==> src/rtl/gpio_bank_irq.sv <==
module gpio_bank_irq #(
  parameter int NPINS      = 32,
  parameter int GRP        = 8,
  parameter int ADDR_W     = 8,
  parameter int BLINK_HALF = 5000000
) (
  input  logic              clk,
  input  logic              rst_n,
  input  logic              wr_en,
  input  logic [ADDR_W-1:0] addr,
  input  logic [NPINS-1:0]  wdata,
  output logic [NPINS-1:0]  rdata,
  input  logic [NPINS-1:0]  pad_in,
  output logic [NPINS-1:0]  pad_out,
  output logic [NPINS-1:0]  pad_oe,
  output logic [NPINS/GRP-1:0] irq
);
  localparam int NIRQ = NPINS / GRP;
  localparam int CW   = (BLINK_HALF > 1) ? $clog2(BLINK_HALF) : 1;
  localparam logic [2:0] SEL_OUT = 3'd0, SEL_DIR = 3'd1, SEL_BLK = 3'd2, SEL_POL = 3'd3,
                         SEL_DIN = 3'd4, SEL_CAU = 3'd5, SEL_EMK = 3'd6, SEL_LMK = 3'd7;

  logic [NPINS-1:0] out_r, dir_r, blk_r, pol_r, cau_r, emk_r, lmk_r;
  logic [NPINS-1:0] sync1, sync2, din_q;
  logic [CW-1:0]    bcnt;
  logic             phase;

  logic [2:0]       sel;
  logic             in_range, wr_hit;
  logic [NPINS-1:0] din, rise, keep, pin_cause;

  assign sel      = addr[4:2];
  assign in_range = (addr >> 5) == '0;
  assign wr_hit   = wr_en && in_range;
  assign din      = sync2 ^ pol_r;
  assign rise     = din & ~din_q;
  assign keep     = (wr_hit && sel == SEL_CAU) ? wdata : '1;
  assign pin_cause = (din & lmk_r) | (cau_r & emk_r);

  assign pad_oe  = ~dir_r;
  assign pad_out = (out_r & ~blk_r) | ({NPINS{phase}} & blk_r);

  always_ff @(posedge clk or negedge rst_n) begin
    if (!rst_n) begin
      sync1 <= '0;
      sync2 <= '0;
      din_q <= '0;
    end else begin
      sync1 <= pad_in;
      sync2 <= sync1;
      din_q <= din;
    end
  end

  always_ff @(posedge clk or negedge rst_n) begin
    if (!rst_n) begin
      out_r <= '0;
      dir_r <= '1;
      blk_r <= '0;
      pol_r <= '0;
      emk_r <= '0;
      lmk_r <= '0;
    end else if (wr_hit) begin
      case (sel)
        SEL_OUT: out_r <= wdata;
        SEL_DIR: dir_r <= wdata;
        SEL_BLK: blk_r <= wdata;
        SEL_POL: pol_r <= wdata;
        SEL_EMK: emk_r <= wdata;
        SEL_LMK: lmk_r <= wdata;
        default: ;
      endcase
    end
  end

  always_ff @(posedge clk or negedge rst_n) begin
    if (!rst_n) cau_r <= '0;
    else        cau_r <= (cau_r & keep) | rise;
  end

  always_ff @(posedge clk or negedge rst_n) begin
    if (!rst_n) begin
      bcnt  <= '0;
      phase <= 1'b0;
    end else if (bcnt == CW'(BLINK_HALF - 1)) begin
      bcnt  <= '0;
      phase <= ~phase;
    end else begin
      bcnt <= bcnt + 1'b1;
    end
  end

  always_comb begin
    rdata = '0;
    if (in_range) begin
      case (sel)
        SEL_OUT: rdata = out_r;
        SEL_DIR: rdata = dir_r;
        SEL_BLK: rdata = blk_r;
        SEL_POL: rdata = pol_r;
        SEL_DIN: rdata = din;
        SEL_CAU: rdata = cau_r;
        SEL_EMK: rdata = emk_r;
        SEL_LMK: rdata = lmk_r;
        default: rdata = '0;
      endcase
    end
  end

  for (genvar g = 0; g < NIRQ; g++) begin : g_irq
    assign irq[g] = |pin_cause[g*GRP +: GRP];
  end

  a_r6_cause_sticky: assert property (@(posedge clk) disable iff (!rst_n)
    !(wr_hit && sel == SEL_CAU) |=> ((cau_r & $past(cau_r)) == $past(cau_r)));

  a_r5_edge_sets: assert property (@(posedge clk) disable iff (!rst_n)
    (rise != '0) |=> ((cau_r & $past(rise)) == $past(rise)));

  a_r7_irq_quiet: assert property (@(posedge clk) disable iff (!rst_n)
    (lmk_r == '0 && emk_r == '0) |-> (irq == '0));

  a_r8_steady_drive: assert property (@(posedge clk) disable iff (!rst_n)
    ((pad_out ^ out_r) & ~blk_r) == '0);

  a_r8_phase_period: assert property (@(posedge clk) disable iff (!rst_n)
    (bcnt != '0) |-> $stable(phase));
endmodule

==> config.mk <==
export PLATFORM = sky130hd
export DESIGN_NAME = gpio_bank_irq
export DESIGN_NICKNAME = d
export VERILOG_FILES = /design/src/rtl/gpio_bank_irq.sv
export SDC_FILE = /design/constraint.sdc
export NUM_CORES = 1
export LEC_CHECK = 0
export ABC_CLOCK_PERIOD_IN_PS = 2230
export BUFFER_PORTS_ARGS = -buffer_cell sky130_fd_sc_hd__buf_2
export CAP_MARGIN = 20
export CORE_MARGIN = 5
export CORE_UTILIZATION = 59
export DETAILED_ROUTE_END_ITERATION = 8
export PLACE_DENSITY_LB_ADDON = 0.1
export SLEW_MARGIN = 20
export SYNTH_ARGS = -nofsm -noshare
export SYNTH_HDL_FRONTEND = slang
export SYNTH_SLANG_ARGS = --single-unit
==> constraint.sdc <==
create_clock -name clk -period 2.23 [get_ports clk]
set_clock_uncertainty 0.05 [all_clocks]
set_input_delay 0.223 -clock clk [delete_from_list [all_inputs] [get_ports clk]]
set_output_delay 0.223 -clock clk [all_outputs]
set_load 0.02 [all_outputs]
# Yosys cells after proc, flatten, opt, wreduce, memory -nomap -nowiden
# Index checks and enable logic that the tools add are counted.
# Widths: inputs -> output; s select.
# word_totals
ff_bits	344
output_inout_bits	100
ramBits	0
latchBits	0
memories	0
mem_bits_ro	0
wordCells	53
# op_classes
bitwise	14
muxes	4
div_mod_pow	0
reduce_logical	14
n_shift	0
n_addsub	1
n_eq_ne	8
mul	0
n_lt_le_gt_ge	0
# op_table
op	count
$pmux 32 s8	1
$and 32x32->32	6
$not 32->32	3
$or 32x32->32	3
$mux 32	2
$reduce_or 8->1	4
$xor 32x32->32	1
$add 23x1->23 const B	1
$eq 23x23->1 const B	1
$mux 23	1
$eq 3x3->1 const B	4
$reduce_and 2->1	6
$logic_not 8->1	1
$eq 3x2->1 const B	2
$eq 3x1->1 const B	1
$logic_not 3->1	1
$logic_and 1x1->1	2
$not 1->1	1

# Depth between registers and ports, before layout
# depth
word_depth	6
mapped_depth	7
depth_no_buf	5

# Worst setup path before layout
# Ideal clock, no wire load.
# synth_path
path_type	input to output
startpoint	in addr[2]
endpoint	out rdata[14]
n_path_buf	4
slack_ns	0.408
t_arrival_ns	1.549
cell_stages	7
path_cell_list	buf_2 -> buf_2 -> inv_1 -> buf_2 -> buf_2 -> a22oi_1 -> a21oi_1
# synth_via
elab_chain_len	3
word_cells_on_any_way	10
classes_between	7 x eq/ne; 2 x mux; 1 x reduce/logical
# synth_rtl
item	line_no	text
from (decl)	10	input logic [ADDR_W-1:0] addr,
$eq 3x3->1, or another cell as far along	96	case (sel)
$pmux 32 s8 *	96	
$mux 32 *	95	if (in_range) begin
to (decl)	12	output logic [NPINS-1:0] rdata,
# Mark *: on every way between the ends. The rest lies on a longest branch, timed or not.

# Worst setup path in the final report
# layout_path
startpoint	reg pol_r[2]
endpoint	out irq[0]
# layout_via
elab_chain_len	4
# layout_rtl
item	line_no	text
from (decl)	23	logic [NPINS-1:0] out_r, dir_r, blk_r, pol_r, cau_r, emk_r, lmk_r;
from (signal assigned)	68	SEL_POL: pol_r <= wdata;
$xor 32x32->32	35	assign din = sync2 ^ pol_r;
net din[2]	30	logic [NPINS-1:0] din, rise, keep, pin_cause;
$and 32x32->32	38	assign pin_cause = (din & lmk_r) | (cau_r & emk_r);
$or 32x32->32	38	
$reduce_or 8->1	111	assign irq[g] = |pin_cause[g*GRP +: GRP];
to (decl)	16	output logic [NPINS/GRP-1:0] irq
# The timed path passes the listed nets, and every way through them passes these cells.

==> results.json <==
{
  "run_status": "finished with violations",
  "violations_in_the_final_reports": "negative setup slack",
  "clockPowerShare_pct": 36.5,
  "clock_insertion_delay_worst_skew_ns": 0.51,
  "total_switching_power_uw": 4250,
  "areaGrowthSynthToFinish_pct": 25.2,
  "combPwrFrac_pct": 17.0,
  "worst_r2r_startpoint": "sync2[14]$_DFF_PN0_",
  "placed_area_mm2": 0.0169,
  "crit_required_ns": 1.96,
  "min_period_over_period_pct": 104,
  "end_kind": "primary output",
  "post_synth_instance_area_mm2": 0.0153,
  "critPathMaxFanout": 3,
  "syn_inst": 1241,
  "vdd.ir_drop.worst_mv": 0.839,
  "worst_ep_arrival_time_ns": 2.04,
  "routed_len_inst_um": 22.1,
  "timing_worst_slew_pin_value_ns": 0.599,
  "synth-async-reset-ratio_pct": 100,
  "timing.reg2reg.worst_path_depth": 13,
  "initialDrtViolationCount": 1079,
  "dp_hpwl_um": 25900,
  "startpoint": "pol_r[2]$_DFFE_PN0P_",
  "routability_congestion_estimate": 0.850,
  "achievable-frequency_mhz": 433,
  "synth.top_cell.area_share_pct": 50.9,
  "edff_count_synth": 0,
  "max_cap_violations": 0,
  "n_fill_cell": 1746,
  "routed-via-count": 11300,
  "power.leakage_uw": 0.00882,
  "number_of_drc_violations_after_detailed_routing": 0,
  "cp-start-kind": "register",
  "layout_common_cells": "dfrtp_1, mux2_2, buf_2, o21ai_0, buf_4",
  "placement_rows": 59,
  "routed_via_density": 6.02,
  "synth-seq-area-share_pct": 56.4,
  "synth_top_cell_by_area": "dfrtp_1",
  "pwr_density_cell_mw_per_mm2": 832,
  "postSynth.topFlopCell": "dfrtp_1",
  "hold_violations": 0,
  "synth_area_per_cell_um2": 12.4,
  "drt.antenna.violating_nets": 0,
  "diodes": 0,
  "dieHeight_um": 171,
  "rsz0062_at_grt": "yes",
  "grt_max_degree": 67,
  "drtPass1Iterations": 6,
  "detail_route.wirelength_um": 41400,
  "io_pins": 175,
  "cts_made_buffers": 36,
  "netSwitchingFraction_pct": 26.6,
  "synth.yosys.warnings": 0,
  "holdPathStages": 2,
  "vias_in_the_first_global_route": 11700,
  "final_core_util_pct": 74.3,
  "fin_area_mm2": 0.0192,
  "post_route_cells_drive_above_1_share_pct": 41.4,
  "crit_buf_inv": 2,
  "grt_first_pass_wirelength_um": 65200,
  "root_buffer": "clkbuf_16",
  "layout_setup_ws_ns": -0.0819,
  "worst_path_dominant_cell_family": "compound AO/OA/AOI/OAI gates",
  "cp_num_cells": 6,
  "min_from": "wdata[27]",
  "design.final.nets": 1591,
  "critPathMaxStageDelay_ns": 0.43,
  "synth.net_count": 1317,
  "dieArea_mm2": 0.0293,
  "timing.critical_path.cells": "xnor2_2 > inv_1 > a22o_4 > a221oi_4 > nand3_2 > buf_6",
  "global_route.usage.total_pct": 28.4,
  "power_report.internal_total_uw": 11700,
  "synth.ff_latch_count": 344,
  "core-area_mm2": 0.0258,
  "die-width_um": 171,
  "cts.htree.levels": 2,
  "clock_sink_count": 344,
  "port_buffers": 172,
  "grt-ovfl-total": 0,
  "tritoncts_clock_tree": "yes",
  "slowest_stage": "dfrtp_1",
  "finalMaxSlewViolations": 0,
  "post_synth_main_area_contributors": "dfrtp_1, mux2_2, dfstp_2, o21ai_0, a22o_1",
  "mostFrequentLayoutCell": "dfrtp_1",
  "netlist-cell-type-count": 50,
  "timing.hold.worst.class": "in -> reg",
  "worstSetupPathType": "reg -> out",
  "max-clock-path-buffers": 3,
  "clkSlewWorstSetupHoldPaths_ns": 0.06,
  "max_slew_margin_pct": 60.1,
  "p_seq_share_pct": 46.5,
  "start_util_pct": 59.3,
  "setup-violations-final": 3,
  "period_minus_slack_ns": 2.31,
  "grt_antenna_before_repair": 1
}
Yosys cell counts (all sizes together) (6+ instances only):
library cell and number:
mux2 241, o21ai 116, dfrtp 312, o31ai 9, nor3 6, xor2 11
and3 6, xnor2 39, dfstp 32, nor2b 22, o22ai 18, mux2i 20
a21oi 48, nor2 16, a221oi 12, inv 64, nand3 30, nand2 42
nand4 9, buf 36, clkbuf 36, a22oi 32, a22o 47
path summary, 6_finish.rpt:
| kind | to | slack [ns] |
|---|---|---|
| setup / recovery | irq[0] | -0.08 |
| hold / removal | out_r[27]$_DFFE_PN0P_ | 0.02 |
| setup reg to reg | din_q[14]$_DFF_PN0_ | 0.04 |
| hold reg to reg | sync2[27]$_DFF_PN0_ | 0.29 |
| max in group asynchronous | dir_r[8]$_DFFE_PN1P_ | 1.15 |
| min in group asynchronous | lmk_r[4]$_DFFE_PN0P_ | 0.26 |
power groups by stage:
stage	sequential (uW)	combinational [uW]	clock [uW]
2_1_floorplan	7330	1540	0
3_3_place_gp	7440	2290	0
3_5_place_dp	7480	2340	0
4_1_cts	7400	2620	5910
5_1_grt	7490	2940	6210
6_report	7420	2720	5830
timing repair:
action                                 4_1_cts  5_1_grt
setup endpoints to repair                    5       13
setup buffers                               23        4
pin swaps                                   13       21
hold buffers                                58        0
endpoints found under the hold margin      207        0
resized for setup                           30       29
final cells by class:
class                      instances  area, um2  share of cell area, %
clock inverter                     9       78.8                  0.411
inverter                          64        240                   1.25
multi-input combinational        761       6430                   33.5
tap                              335        419                   2.18
sequential                       344       8650                   45.1
timing repair buffer             308       2320                   12.1
clock buffer                      54       1070                   5.57
through the flow:
| stage | power [uW] | TNS, ns | hold WS [ns] | setup WS [ns] | cells |
|---|---|---|---|---|---|
| global route | 16600 | -0.577 | 0.0162 | -0.134 | 1875 |
| finish | 16000 | -0.109 | 0.0199 | -0.0819 | 1875 |
| floorplan | 8870 | 0 | -0.123 | 0.408 | 1241 |
| detailed placement | 9810 | 0 | 0.195 | 0.273 | 1727 |
| CTS | 15900 | -0.120 | 0.00165 | -0.0845 | 1871 |
| global placement | 9730 | 0 | 0.194 | 0.272 | 1727 |
logic make-up after synthesis:
family	Yosys count	synth area share [%]
compound gates	295	12.2
buf+inv	136	3.77
simple gates	153	5.53
xor+xnor	50	2.86
fa+ha+maj	1	0.0816
mux	262	19.2
flops	344	56.4
routing by layer:
layer  GRT usage, %  routed length [um]  share of wire (%)
met5              0                  20              0.048
met4           8.23                1090                2.6
met3           4.53                2590                6.3
met2           46.4               20100                 49
met1           39.9               17600                 42
state kept, by name (all words and copies together) (netlist names):
| register | flops |
|---|---|
| bcnt | 23 |
| blk_r | 32 |
| cau_r | 32 |
| din_q | 32 |
| dir_r | 32 |
| emk_r | 32 |
| lmk_r | 32 |
| out_r | 32 |
| phase | 1 |
| pol_r | 32 |
| sync1 | 32 |
| sync2 | 32 |
(Power assumes the default switching activity.)
